`src/rtl/nid_pkg.sv`:
```
package nid_pkg;

   localparam logic [7:0]  NID_READ_OP = 8'h03;
   localparam logic [15:0] NID_FILLER  = 16'hFFFE;

   typedef enum logic {
      NID_IDLE = 1'b0,
      NID_XFER = 1'b1
   } nid_state_e;

   // First two extension bytes equal to 0xFFFE or 0xFFFF
   function automatic logic nid_is_reserved(input logic [15:0] v);
      return v[15:1] == 15'h7FFF;
   endfunction

endpackage

```
`src/rtl/nid_clkdiv.sv`:
```
module nid_clkdiv #(
   parameter int DIV = 2
) (
   input  logic clk,
   input  logic rst_n,
   input  logic run,
   output logic tick
);

   generate
      if (DIV == 1) begin : g_direct
         assign tick = run;
      end else begin : g_count
         localparam int CW = $clog2(DIV);
         localparam logic [CW-1:0] LAST = CW'(DIV - 1);
         logic [CW-1:0] cnt;

         always_ff @(posedge clk or negedge rst_n) begin
            if (!rst_n) begin
               cnt <= '0;
            end else if (!run || cnt == LAST) begin
               cnt <= '0;
            end else begin
               cnt <= cnt + CW'(1);
            end
         end

         assign tick = run && (cnt == LAST);
      end
   endgenerate

endmodule

```
`src/rtl/nid_shift.sv`:
```
module nid_shift #(
   parameter int CMD_W = 16,
   parameter int RX_W  = 48,
   parameter int TOTAL = CMD_W + RX_W
) (
   input  logic             clk,
   input  logic             rst_n,
   input  logic             load,
   input  logic [CMD_W-1:0] cmd,
   input  logic             rise,
   input  logic             fall,
   input  logic             miso,
   output logic             mosi,
   output logic [RX_W-1:0]  rx,
   output logic             last
);

   localparam int BW = $clog2(TOTAL + 1);
   localparam logic [BW-1:0] LAST_IDX = BW'(TOTAL - 1);

   logic [CMD_W-1:0] tx;
   logic [BW-1:0]    bitn;

   always_ff @(posedge clk or negedge rst_n) begin
      if (!rst_n) begin
         tx   <= '0;
         bitn <= '0;
      end else if (load) begin
         tx   <= cmd;
         bitn <= '0;
      end else if (fall) begin
         tx   <= {tx[CMD_W-2:0], 1'b0};
         bitn <= bitn + BW'(1);
      end
   end

   always_ff @(posedge clk or negedge rst_n) begin
      if (!rst_n) begin
         rx <= '0;
      end else if (rise) begin
         rx <= {rx[RX_W-2:0], miso};
      end
   end

   assign mosi = tx[CMD_W-1];
   assign last = (bitn == LAST_IDX);

endmodule

```
`src/rtl/nid_assemble.sv`:
```
module nid_assemble
   import nid_pkg::*;
#(
   parameter int WIDE_ID = 0,
   parameter int RX_W    = 48
) (
   input  logic            clk,
   input  logic            rst_n,
   input  logic            capture,
   input  logic [RX_W-1:0] rx,
   output logic [63:0]     id_raw,
   output logic [63:0]     id_eui64,
   output logic            ext_reserved
);

   generate
      if (WIDE_ID != 0) begin : g_wide
         always_ff @(posedge clk or negedge rst_n) begin
            if (!rst_n) begin
               id_raw       <= '0;
               id_eui64     <= '0;
               ext_reserved <= 1'b0;
            end else if (capture) begin
               id_raw       <= 64'(rx);
               id_eui64     <= 64'(rx);
               ext_reserved <= nid_is_reserved(rx[39:24]);
            end
         end
      end else begin : g_narrow
         always_ff @(posedge clk or negedge rst_n) begin
            if (!rst_n) begin
               id_raw       <= '0;
               id_eui64     <= '0;
               ext_reserved <= 1'b0;
            end else if (capture) begin
               id_raw       <= {16'h0000, rx[47:0]};
               id_eui64     <= {rx[47:24], NID_FILLER, rx[23:0]};
               ext_reserved <= 1'b0;
            end
         end
      end
   endgenerate

endmodule

```
`src/rtl/node_id_fetcher.sv`:
```
module node_id_fetcher
   import nid_pkg::*;
#(
   parameter int WIDE_ID = 0,
   parameter int CLK_DIV = 2
) (
   input  logic        clk,
   input  logic        rst_n,
   input  logic        start,
   output logic        done,
   output logic        spi_cs_n,
   output logic        spi_sck,
   output logic        spi_mosi,
   input  logic        spi_miso,
   output logic [63:0] id_raw,
   output logic [63:0] id_eui64,
   output logic        ext_reserved
);

   localparam int NBYTES = (WIDE_ID != 0) ? 8 : 6;
   localparam int RX_W   = 8 * NBYTES;
   localparam int CMD_W  = 16;
   localparam int TOTAL  = CMD_W + RX_W;
   localparam logic [7:0] START_ADDR = 8'(256 - NBYTES);

   if (WIDE_ID < 0 || WIDE_ID > 1) begin : g_bad_mode
      $error("WIDE_ID must be 0 or 1");
   end
   if (CLK_DIV < 1) begin : g_bad_div
      $error("CLK_DIV must be at least 1");
   end

   nid_state_e      state;
   logic            tick;
   logic            rise;
   logic            fall;
   logic            load;
   logic            last;
   logic            capture;
   logic [RX_W-1:0] rx;

   assign load    = (state == NID_IDLE) && start;
   assign rise    = (state == NID_XFER) && tick && !spi_sck;
   assign fall    = (state == NID_XFER) && tick &&  spi_sck;
   assign capture = fall && last;

   always_ff @(posedge clk or negedge rst_n) begin
      if (!rst_n) begin
         state    <= NID_IDLE;
         spi_cs_n <= 1'b1;
         spi_sck  <= 1'b0;
         done     <= 1'b0;
      end else begin
         done <= 1'b0;
         unique case (state)
            NID_IDLE: begin
               if (start) begin
                  state    <= NID_XFER;
                  spi_cs_n <= 1'b0;
               end
            end
            NID_XFER: begin
               if (rise) begin
                  spi_sck <= 1'b1;
               end else if (fall) begin
                  spi_sck <= 1'b0;
                  if (last) begin
                     state    <= NID_IDLE;
                     spi_cs_n <= 1'b1;
                     done     <= 1'b1;
                  end
               end
            end
            default: state <= NID_IDLE;
         endcase
      end
   end

   nid_clkdiv #(.DIV(CLK_DIV)) u_div (
      .clk   (clk),
      .rst_n (rst_n),
      .run   (state == NID_XFER),
      .tick  (tick)
   );

   nid_shift #(.CMD_W(CMD_W), .RX_W(RX_W), .TOTAL(TOTAL)) u_shift (
      .clk   (clk),
      .rst_n (rst_n),
      .load  (load),
      .cmd   ({NID_READ_OP, START_ADDR}),
      .rise  (rise),
      .fall  (fall),
      .miso  (spi_miso),
      .mosi  (spi_mosi),
      .rx    (rx),
      .last  (last)
   );

   nid_assemble #(.WIDE_ID(WIDE_ID), .RX_W(RX_W)) u_asm (
      .clk          (clk),
      .rst_n        (rst_n),
      .capture      (capture),
      .rx           (rx),
      .id_raw       (id_raw),
      .id_eui64     (id_eui64),
      .ext_reserved (ext_reserved)
   );

endmodule

```
`config.mk`:
```
export PLATFORM = sky130hd
export DESIGN_NAME = node_id_fetcher
export DESIGN_NICKNAME = d
export VERILOG_FILES = /design/src/rtl/nid_pkg.sv /design/src/rtl/nid_clkdiv.sv /design/src/rtl/nid_shift.sv /design/src/rtl/nid_assemble.sv /design/src/rtl/node_id_fetcher.sv
export SDC_FILE = /design/constraint.sdc
export NUM_CORES = 1
export LEC_CHECK = 0
export CAP_MARGIN = 10
export CORE_ASPECT_RATIO = 0.7
export CORE_MARGIN = 3
export CORE_UTILIZATION = 30
export DETAILED_ROUTE_END_ITERATION = 7
export PLACE_DENSITY = 0.5
export RECOVER_POWER = 50
export SYNTH_ARGS = -nofsm -noshare
export SYNTH_HDL_FRONTEND = slang
export SYNTH_SLANG_ARGS = --single-unit
```
`constraint.sdc`:
```
create_clock -name clk -period 3.9 [get_ports clk]
set_clock_uncertainty 0.1 [all_clocks]
set_input_delay 0.585 -clock clk [delete_from_list [all_inputs] [get_ports clk]]
set_output_delay 0.585 -clock clk [all_outputs]
set_load 0.03 [all_outputs]
```
==> results of run 1 <==
==> kinds of logic after synthesis <==
family | after synthesis
AO/OA/AOI/OAI | 9
XOR/XNOR | 1
adder cells (fa/ha/maj) | 1
buffers and inverters | 97
flip-flops | 124
multiplexers | 96
other | 1
AND/OR/NAND/NOR | 72
==> cell usage after synthesis <==
cell      count
or4_1         1
nand4_1       2
o211ai_1      1
nand4_4       1
or3_1         2
nor3_4        1
nand2_1      38
nand2b_1      2
dfrtp_1     123
clkbuf_1      6
nand3_1      17
o31ai_1       1
o21a_1        1
buf_6         7
and3_1        1
xor2_1        1
ha_1          1
or2_2         1
mux2_4        1
mux2_2       95
buf_2         4
nor2_1        3
conb_1        1
buf_4        80
nor2b_1       2
o21ai_0       3
or2_1         1
a21oi_1       3
dfstp_2       1
==> final cells by class <==
cell class,count,area share [%]
clock buffers,20,6.85
clock inverters,12,2.37
multi-input cells,197,22.8
flip-flops and latches,124,45.6
well taps,231,4.24
repair buffers,121,18.1
==> per-layer routing <==
metal | GRT usage (%) | vias up | routed length [um]
met4 | 3.90 | 0 | 78
li1 | - | 1385 | -
met3 | 3.48 | 5 | 595
met5 | 0 | - | 0
met2 | 16.0 | 92 | 4470
met1 | 14.1 | 1488 | 4600
==> flip-flops by register name, indices dropped and copies added (netlist names) <==
| name | flops |
|---|---|
| u_shift.bitn | 7 |
| state | 1 |
| spi_cs_n | 1 |
| spi_sck | 1 |
| u_shift.rx | 48 |
| done | 1 |
| u_div.g_count.cnt | 1 |
| u_shift.tx | 15 |
| u_asm.id_eui64 | 49 |
==> per-stage QoR <==
stage,instances,hold slack (ns)
finish,705,0.368
CTS,704,0.274
detailed placement,672,0.359
global route,705,0.408
global placement,672,0.347
floorplan,418,0.189
==> placed cells by master, fill, tap and decap left out <==
cell type	synthesis	routed
dfrtp_1	123	123
clkdlybuf4s50_1	0	116
mux2_2	95	96
nand2_1	38	38
conb_1	1	18
nand3_1	17	17
clkbuf_16	0	17
nand4_1	2	3
nor2_1	3	3
a21oi_1	3	3
o21ai_0	3	3
clkinvlp_4	0	3
clkbuf_8	0	3
clkinv_4	0	3
bufinv_16	0	3
buf_12	0	3
nor2b_1	2	2
or3_1	2	2
nand2b_1	2	2
inv_6	0	2
nor3_2	0	1
or2_0	0	1
o31ai_1	1	1
or4_1	1	1
xor2_1	1	1
and3_1	1	1
or2_2	1	1
o211ai_1	1	1
o21a_1	1	1
ha_1	1	1
clkinv_2	0	1
clkbuf_2	0	1
dlygate4sd3_1	0	1
dfstp_2	1	1
==> worst paths after layout <==
kind                       slack, ns  cells after the start                 end      startpoint
min                             0.37                      2      u_shift.tx[12]  u_shift.tx[11]
max reg2reg                     1.06                      4  u_asm.id_eui64[59]           state
max in group asynchronous       1.97                      1      u_shift.rx[26]           rst_n
min in group asynchronous       0.60                      1   u_asm.id_eui64[3]           rst_n
min reg2reg                     0.37                      2      u_shift.tx[12]  u_shift.tx[11]
max                             1.06                      4  u_asm.id_eui64[59]           state
==> power by group through the flow <==
stage | clock [mW] | combinational [mW] | sequential, mW
detailed placement | 0 | 0.723 | 1.68
global route | 1.74 | 0.797 | 1.69
floorplan | 0 | 0.561 | 1.67
global placement | 0 | 0.709 | 1.67
CTS | 1.68 | 0.727 | 1.66
finish | 1.63 | 0.724 | 1.65
==> critical path: cells and delay by family, from the launching register on <==
family / cells / cell delay, ns
flip-flops: 1 / 0.46
AND/OR/NAND/NOR: 2 / 1.45
buffers and inverters: 1 / 0.33
multiplexers: 1 / 0.37
==> metrics.txt, run 1 <==
Cell Pwr Density 588 mW/mm^2; DP HPWL 6.20 mm; Detailed Route Iter0 Violations 143; Slew @ Worst Pin 1.89 ns; min Tclk post-route 2.84 ns; largest family of logic cells by synthesized area multiplexers; antenna diode count 0; Synth Area in XOR/XNOR 0.164%; H-tree levels 4; register area 0.00310 sq mm; area of the multi-input gates 0.00155 sq mm; Worst Path Required 4.08 ns; Synth top area share 57.6%; max-cap violations 2; largest net degree at the start of global routing 75; Max-slew headroom -26.1%; drc violations 0; Post-Syn Area per Cell 13.3 sq um; P_int 2.89 mW; Comb power frac 18.1%; fin. max-slew vios 97; IO Count 137; share of layout cells above drive strength 1 28.5%; initial antenna violation count 0; fmax 0.352 GHz; Num CTS Buffers 17; Critical Path Fanout Max 37; setup TNS 0 ns; routed len/inst 13.8 um; clk_lat worst skew 0.40 ns; clock network power share 40.8%; Final WS setup 1.06 ns; TritonCTS clock tree yes; area leader, netlist dfrtp_1; Layout Nets 466; Mapped Cells 401; cts repair resizes 0; CTS Hold Bufs 0; Root Driver clkbuf_16; total power 4.01 mW; die extent in x 165 um; peak supply drop 0.000253 V; Crit Path Class reg2reg; CTS clk-pin slew, worst paths 0.06 ns; gr ovfl total 0; CP Cell Sequence nand4_1 -> nor3_2 -> buf_12 -> mux2_2; CP arrival 3.02 ns; P_sw 1.12 mW; RSZ-0062 raised after global routing false; initial core utilization 30.8%; die area 0.0195 sq mm; crit end category register; fillers 1653; first-pass GRT wire length 16.2 mm; Lkg Pwr 3.17 nW; synth warn 0; post-synthesis sequential area ratio 58.1%; endpoints failing setup 0; final worst-path cycle share 72.9%; compound-cell area share of the yosys netlist 0.984%; DR vias/cell 4.21; top post-synthesis cells by area dfrtp_1 (58%), mux2_2 (20%), buf_4 (11%), nand2_1 (2.7%), nand3_1 (1.6%); part of the power in registers 41.2%; synthesized cell area 0.00534 sq mm; count of cell types in the netlist 29; PortBufs 118; Hold Crit Class reg2reg; setup slack at placement 1.49 ns; Synth Area in Simple Gates 6.61%; setup bufs post-CTS 0; CTS max path bufs 2; final hold vios 0; adder-cell share of the synthesized area 0.234%; Total Routing Usage GR 10.6%; synth-to-layout area growth 27.5%; outcome finished, violations left; Post-Place Cell Area 0.00619 sq mm; total number of vias 2970; CP startpoint kind register; final WL 9.75 mm; Placer Congestion 0.670; Sink Count 124; Sw Share 27.9%; vias in the first global route 3037; violated checks capacitance limit, slew limit; Yosys reg bits 124; antenna viol nets, final 0; fraction of synthesized area in multiplexers 20.3%; Die Y-Extent 118 um; router iterations before antenna repair 4; fin area 0.00681 sq mm; Layout Utilization 39.3%; Slowest Stage Delay on Critical Path 1.15 ns; # rows 40; core area 0.0173 sq mm; slowest CP cell nor3_2
Power figures use the tool's default switching activity.
==> run 2, diff against run 1 <==
clock period = 2.9 ns   (was 3.9 ns; I/O delays follow)
==> run 2 against run 1 <==
- the run now ends clean
- cell area hardly changed
- global-route usage is essentially flat
- highest routed layer unchanged
- via count up 1.4%
- setup slack got worse by 0.42 ns
==> metrics.txt, run 2 (same netlist as run 1, synthesis figures left out) <==
outcome finished clean; fin area 0.00681 sq mm (about the same); final hold vios 0 (unchanged); gr ovfl total 0 (unchanged); first-pass GRT wire length 16.1 mm (-0.34%); routed len/inst 13.7 um (-0.87%); IO Count 137 (unchanged); Final WS setup 0.633 ns (-0.424 ns); max-cap violations 0 (-2); initial core utilization 30.8% (unchanged); Sink Count 124 (unchanged); Num CTS Buffers 17 (unchanged); CTS max path bufs 2 (unchanged); endpoints failing setup 0 (unchanged); min Tclk post-route 2.27 ns; final WL 9.71 mm (-0.45%); most common library cell in the layout ignoring fill and taps dfrtp_1; Detailed Route Iter0 Violations 127 (-11%); Placer Congestion 0.696 (+3.9%); Post-Place Cell Area 0.00621 sq mm (+0.36%); max reg flops 49 (unchanged); Max-slew headroom 8.59% (+35 points); Worst Path Required 2.37 ns (-1.71 ns); worst reg2reg endpoint u_asm.id_eui64[58]; DP HPWL 6.42 mm (+3.5%); H-tree levels 4 (unchanged); hold path startpoint u_shift.tx[9]; setup TNS 0 ns (unchanged); cts repair resizes 0 (unchanged); slowest CP cell clkdlybuf4s50_1; largest net degree at the start of global routing 65 (-13%); PortBufs 118 (unchanged); R2R Setup Slk 0.66 ns (-0.40 ns); CTS clk-pin slew, worst paths 0.06 ns (about the same); peak supply drop 0.000360 V (+42%); DR vias/cell 4.26 (+1.0%); Layout Nets 469 (+0.64%); drc violations 0 (unchanged); clk_lat worst skew 0.41 ns (about the same); antenna viol nets, final 0 (unchanged); Critical Path Fanout Max 16 (-57%); fin. max-slew vios 0 (-100%); synth-to-layout area growth 27.6% (about the same); share of layout cells above drive strength 1 28.1% (-0.39 points); Slowest Stage Delay on Critical Path 0.75 ns (-0.40 ns); vias in the first global route 3011 (-0.86%); CP Buf/Inv Count 1 (unchanged); Top reg by flops u_asm.id_eui64; r2r startpoint state; # rows 40 (unchanged); Layout Utilization 39.3% (about the same); total number of vias 3013 (+1.4%); WHS Endpoint u_shift.tx[10]; Hold Crit Class reg2reg; Die Y-Extent 118 um (unchanged); initial antenna violation count 0 (unchanged); Crit Path Class reg2out; Lkg Pwr 3.17 nW (+0.11%); die extent in x 165 um (unchanged); TritonCTS clock tree yes; die area 0.0195 sq mm (unchanged); RSZ-0062 raised after global routing false; setup slack at placement 0.843 ns (-0.648 ns); antenna diode count 0 (unchanged); most frequent cells in the layout dfrtp_1 (123), clkdlybuf4s50_1 (117), mux2_2 (95); Root Driver clkbuf_16; Cell Pwr Density 793 mW/mm^2 (+35%); final worst-path cycle share 78.2%; CP Cell Sequence clkdlybuf4s50_1; biggest regs u_asm.id_eui64: 49 flops, u_shift.rx: 48 flops, u_shift.tx: 15 flops; core area 0.0173 sq mm (unchanged); CP startpoint kind register; Total Routing Usage GR 10.6% (-0.029 points); fmax 0.441 GHz; CP delay by family, top buffers and inverters; CP arrival 1.73 ns (-1.29 ns); crit end category output pin; Slew @ Worst Pin 1.37 ns (-0.520 ns); final worst hold slack 0.366 ns (-0.00162 ns); Hold Crit Depth 2 (unchanged); path depth of the worst reg2reg path 4 (unchanged); router iterations before antenna repair 4 (unchanged)
## run 2: through the flow
step,total power [mW],instances
after floorplan,3.00,418
after global placement,3.23,675
after detailed placement,3.25,675
after CTS,5.51,708
after global routing,5.71,708
final,5.40,708
## run 2: what timing repair did
item,in CTS,in global routing
hold buffers,1,0
endpoints found under the hold margin,23,0
buffers inserted,0,0
## run 2: layer usage
metal	global-route usage, %	vias up	wire [um]
met3	2.95	16	582
met5	0	-	0
met2	15.2	95	4340
met1	14.4	1512	4580
li1	-	1390	-
met4	5.61	0	202
## run 2: how the worst max path moves through the flow
stage	end	cells after the start	start	slack (ns)
global route	u_asm.id_eui64[23]	3	rst_n	0.38
global placement	u_asm.id_eui64[54]	5	u_shift.bitn[0]	0.92
detailed placement	u_asm.id_eui64[57]	5	u_shift.bitn[0]	0.84
finish	id_eui64[29]	1	u_asm.id_eui64[39]	0.63
CTS	id_eui64[37]	1	u_asm.id_eui64[39]	0.59
floorplan	u_asm.id_eui64[0]	4	spi_sck	0.99
## run 2: cell type report
class / instances / area (sq um)
fillers: 1657 / 10500
flip-flops and latches: 124 / 3100
multi-input cells: 197 / 1550
repair buffers: 124 / 1250
clock buffers: 18 / 429
well taps: 231 / 289
clock inverters: 14 / 195
## run 2: report_power, final
part / internal (mW) / switching, mW / total [mW] / leakage, nW
Sequential: 2.01 / 0.208 / 2.22 / 1.68
Combinational: 0.443 / 0.524 / 0.967 / 1.21
Clock: 1.44 / 0.777 / 2.22 / 0.293
==> run 3, diff against run 2 <==
clock period = 2.2 ns   (was 2.9 ns; I/O delays follow)
==> run 3 against run 2 <==
- sequential cell count unchanged
- register-to-register slack got worse by 0.46 ns
- hold slack lost 0.0020 ns
- largest cell class unchanged
- largest power group unchanged
- die area unchanged
- cell area decreased by 1.7%
- combinational power rose by 28%
==> metrics.txt, run 3 (same netlist as run 1, synthesis figures left out) <==
outcome finished clean; initial core utilization 30.8% (unchanged); Hold Crit Class reg2reg; Slowest Stage Delay on Critical Path 0.67 ns (-0.08 ns); H-tree levels 4 (unchanged); clock network power share 38.2% (-2.8 points); CP startpoint kind register; Worst Path Required 1.77 ns (-0.60 ns); antenna diode count 0 (unchanged); vias in the first global route 3063 (+1.7%); fin. max-slew vios 0 (unchanged); slowest CP cell clkdlybuf4s50_1; die area 0.0195 sq mm (unchanged); R2R Setup Slk 0.20 ns (-0.46 ns); total number of vias 3017 (+0.13%); crit end category output pin; Detailed Route Iter0 Violations 106 (-17%); gr ovfl total 0 (unchanged); Hold Crit Depth 2 (unchanged); share of layout cells above drive strength 1 29.0% (+0.93 points); drc violations 0 (unchanged); CP arrival 1.59 ns (-0.14 ns); initial antenna violation count 0 (unchanged); Max-slew headroom 53.0% (+44 points); Sw Share 29.7% (+1.7 points); DR vias/cell 4.25 (-0.15%); core area 0.0173 sq mm (unchanged); Comb power frac 18.4% (+0.5 points); total power 6.73 mW (+25%); most common library cell in the layout ignoring fill and taps dfrtp_1; r2r startpoint state; routed len/inst 13.6 um (-0.79%); Sink Count 124 (unchanged); final worst-path cycle share 91.7%; # rows 40 (unchanged); P_sw 2.00 mW (+32%); P_int 4.73 mW (+22%); Crit Path Class reg2out; DP HPWL 6.18 mm (-3.7%); Lkg Pwr 3.19 nW (+0.41%); met1 usage 13.8% (-0.57 points); Total Routing Usage GR 10.3% (-0.23 points); IO Count 137 (unchanged); WHS Endpoint u_shift.tx[12]; hold path startpoint u_shift.tx[11]; most frequent cells in the layout dfrtp_1 (123), clkdlybuf4s50_1 (102), mux2_2 (95); part of the power in registers 43.4% (+2.3 points); antenna viol nets, final 0 (unchanged); Top reg by flops u_asm.id_eui64; setup TNS 0 ns (unchanged); path depth of the worst reg2reg path 4 (unchanged); biggest regs u_asm.id_eui64: 49 flops, u_shift.rx: 48 flops, u_shift.tx: 15 flops; endpoints failing setup 0 (unchanged); final WL 9.66 mm (-0.50%); CP Buf/Inv Count 1 (unchanged); CTS max path bufs 2 (unchanged); max reg flops 49 (unchanged); CP delay by family, top buffers and inverters; Slew @ Worst Pin 0.705 ns (-0.666 ns); setup bufs post-CTS 0 (unchanged); die extent in x 165 um (unchanged); largest net degree at the start of global routing 53 (-18%); Cell Pwr Density 1000 mW/mm^2 (+27%); Critical Path Fanout Max 2 (-14); Num CTS Buffers 17 (unchanged); Layout Nets 472 (+0.64%); final hold vios 0 (unchanged); max-cap violations 0 (unchanged); router iterations before antenna repair 4 (unchanged); first-pass GRT wire length 15.8 mm (-1.7%); TritonCTS clock tree yes; met3 Track Usage GR 3.69% (+0.74 points); GR Util met2 15.5% (+0.26 points); Root Driver clkbuf_16; clk_lat worst skew 0.40 ns (about the same); CP Cell Sequence clkdlybuf4s50_1; busiest metal layer after global routing met2; synth-to-layout area growth 25.4%; PortBufs 118 (unchanged); CTS clk-pin slew, worst paths 0.06 ns (about the same); Placer Congestion 0.683 (-1.9%); peak supply drop 0.000482 V (+34%); fmax 0.495 GHz; worst reg2reg endpoint u_asm.id_eui64[62]; min Tclk post-route 2.02 ns; Die Y-Extent 118 um (unchanged); RSZ-0062 raised after global routing false
[run 3: cell count changes in the layout (fill, tap and decap cells not counted), moves of 3 or more]
cell / previous run / this run
clkbuf_1: 2 / 12
clkinvlp_4: 4 / 7
bufinv_16: 4 / 1
clkdlybuf4s50_1: 117 / 102
dlymetal6s2s_1: 0 / 4
[run 3: layer usage]
layer	vias to the layer above	part of all wire, %	wire length [um]
met5	-	0	0
met4	0	1.1	102
met3	7	5.7	552
met2	98	46	4400
met1	1520	48	4600
li1	1392	-	-
[run 3: worst max path at each step]
stage | end | depth (start not counted) | from | slack, ns
floorplan | u_asm.id_eui64[0] | 4 | spi_sck | 0.29
global placement | u_asm.id_eui64[2] | 5 | u_shift.bitn[0] | 0.37
detailed placement | u_asm.id_eui64[61] | 5 | u_shift.bitn[0] | 0.36
CTS | id_eui64[33] | 1 | u_asm.id_eui64[39] | 0.000007
global route | u_asm.id_eui64[40] | 3 | rst_n | 0.06
finish | spi_cs_n | 1 | spi_cs_n | 0.18
[run 3: layout make-up]
cell class / count / area, sq um
clock buffers: 17 / 425
clock inverters: 14 / 124
fillers: 1701 / 10600
multi-input cells: 197 / 1560
flip-flops and latches: 124 / 3100
well taps: 231 / 289
repair buffers: 127 / 1190
[run 3: power groups by stage]
stage | Sequential (mW) | Combinational [mW] | Clock, mW
floorplan | 2.96 | 0.994 | 0
CTS | 2.94 | 1.32 | 2.67
finish | 2.92 | 1.24 | 2.57
detailed placement | 2.97 | 1.32 | 0
global placement | 2.96 | 1.30 | 0
global route | 2.99 | 1.38 | 2.77
[run 3: metrics by stage]
| stage | util (%) | setup WS, ns | hold WS, ns | instance area [sq um] | std cells |
|---|---|---|---|---|---|
| floorplan | - | 0.292 | -0.0656 | 5410 | 418 |
| global placement | 36.1 | 0.373 | 0.186 | 6250 | 678 |
| detailed placement | 36.1 | 0.358 | 0.189 | 6250 | 678 |
| CTS | 39.3 | 0.00000733 | 0.296 | 6810 | 710 |
| global route | 38.7 | 0.0580 | 0.410 | 6700 | 710 |
| finish | 38.7 | 0.182 | 0.364 | 6700 | 710 |
[run 3: timing repair]
action | in CTS | in global routing
setup endpoints to repair | 0 | 15
resized for setup | 0 | 15
hold buffers | 1 | 0
hold endpoints to repair | 25 | 0
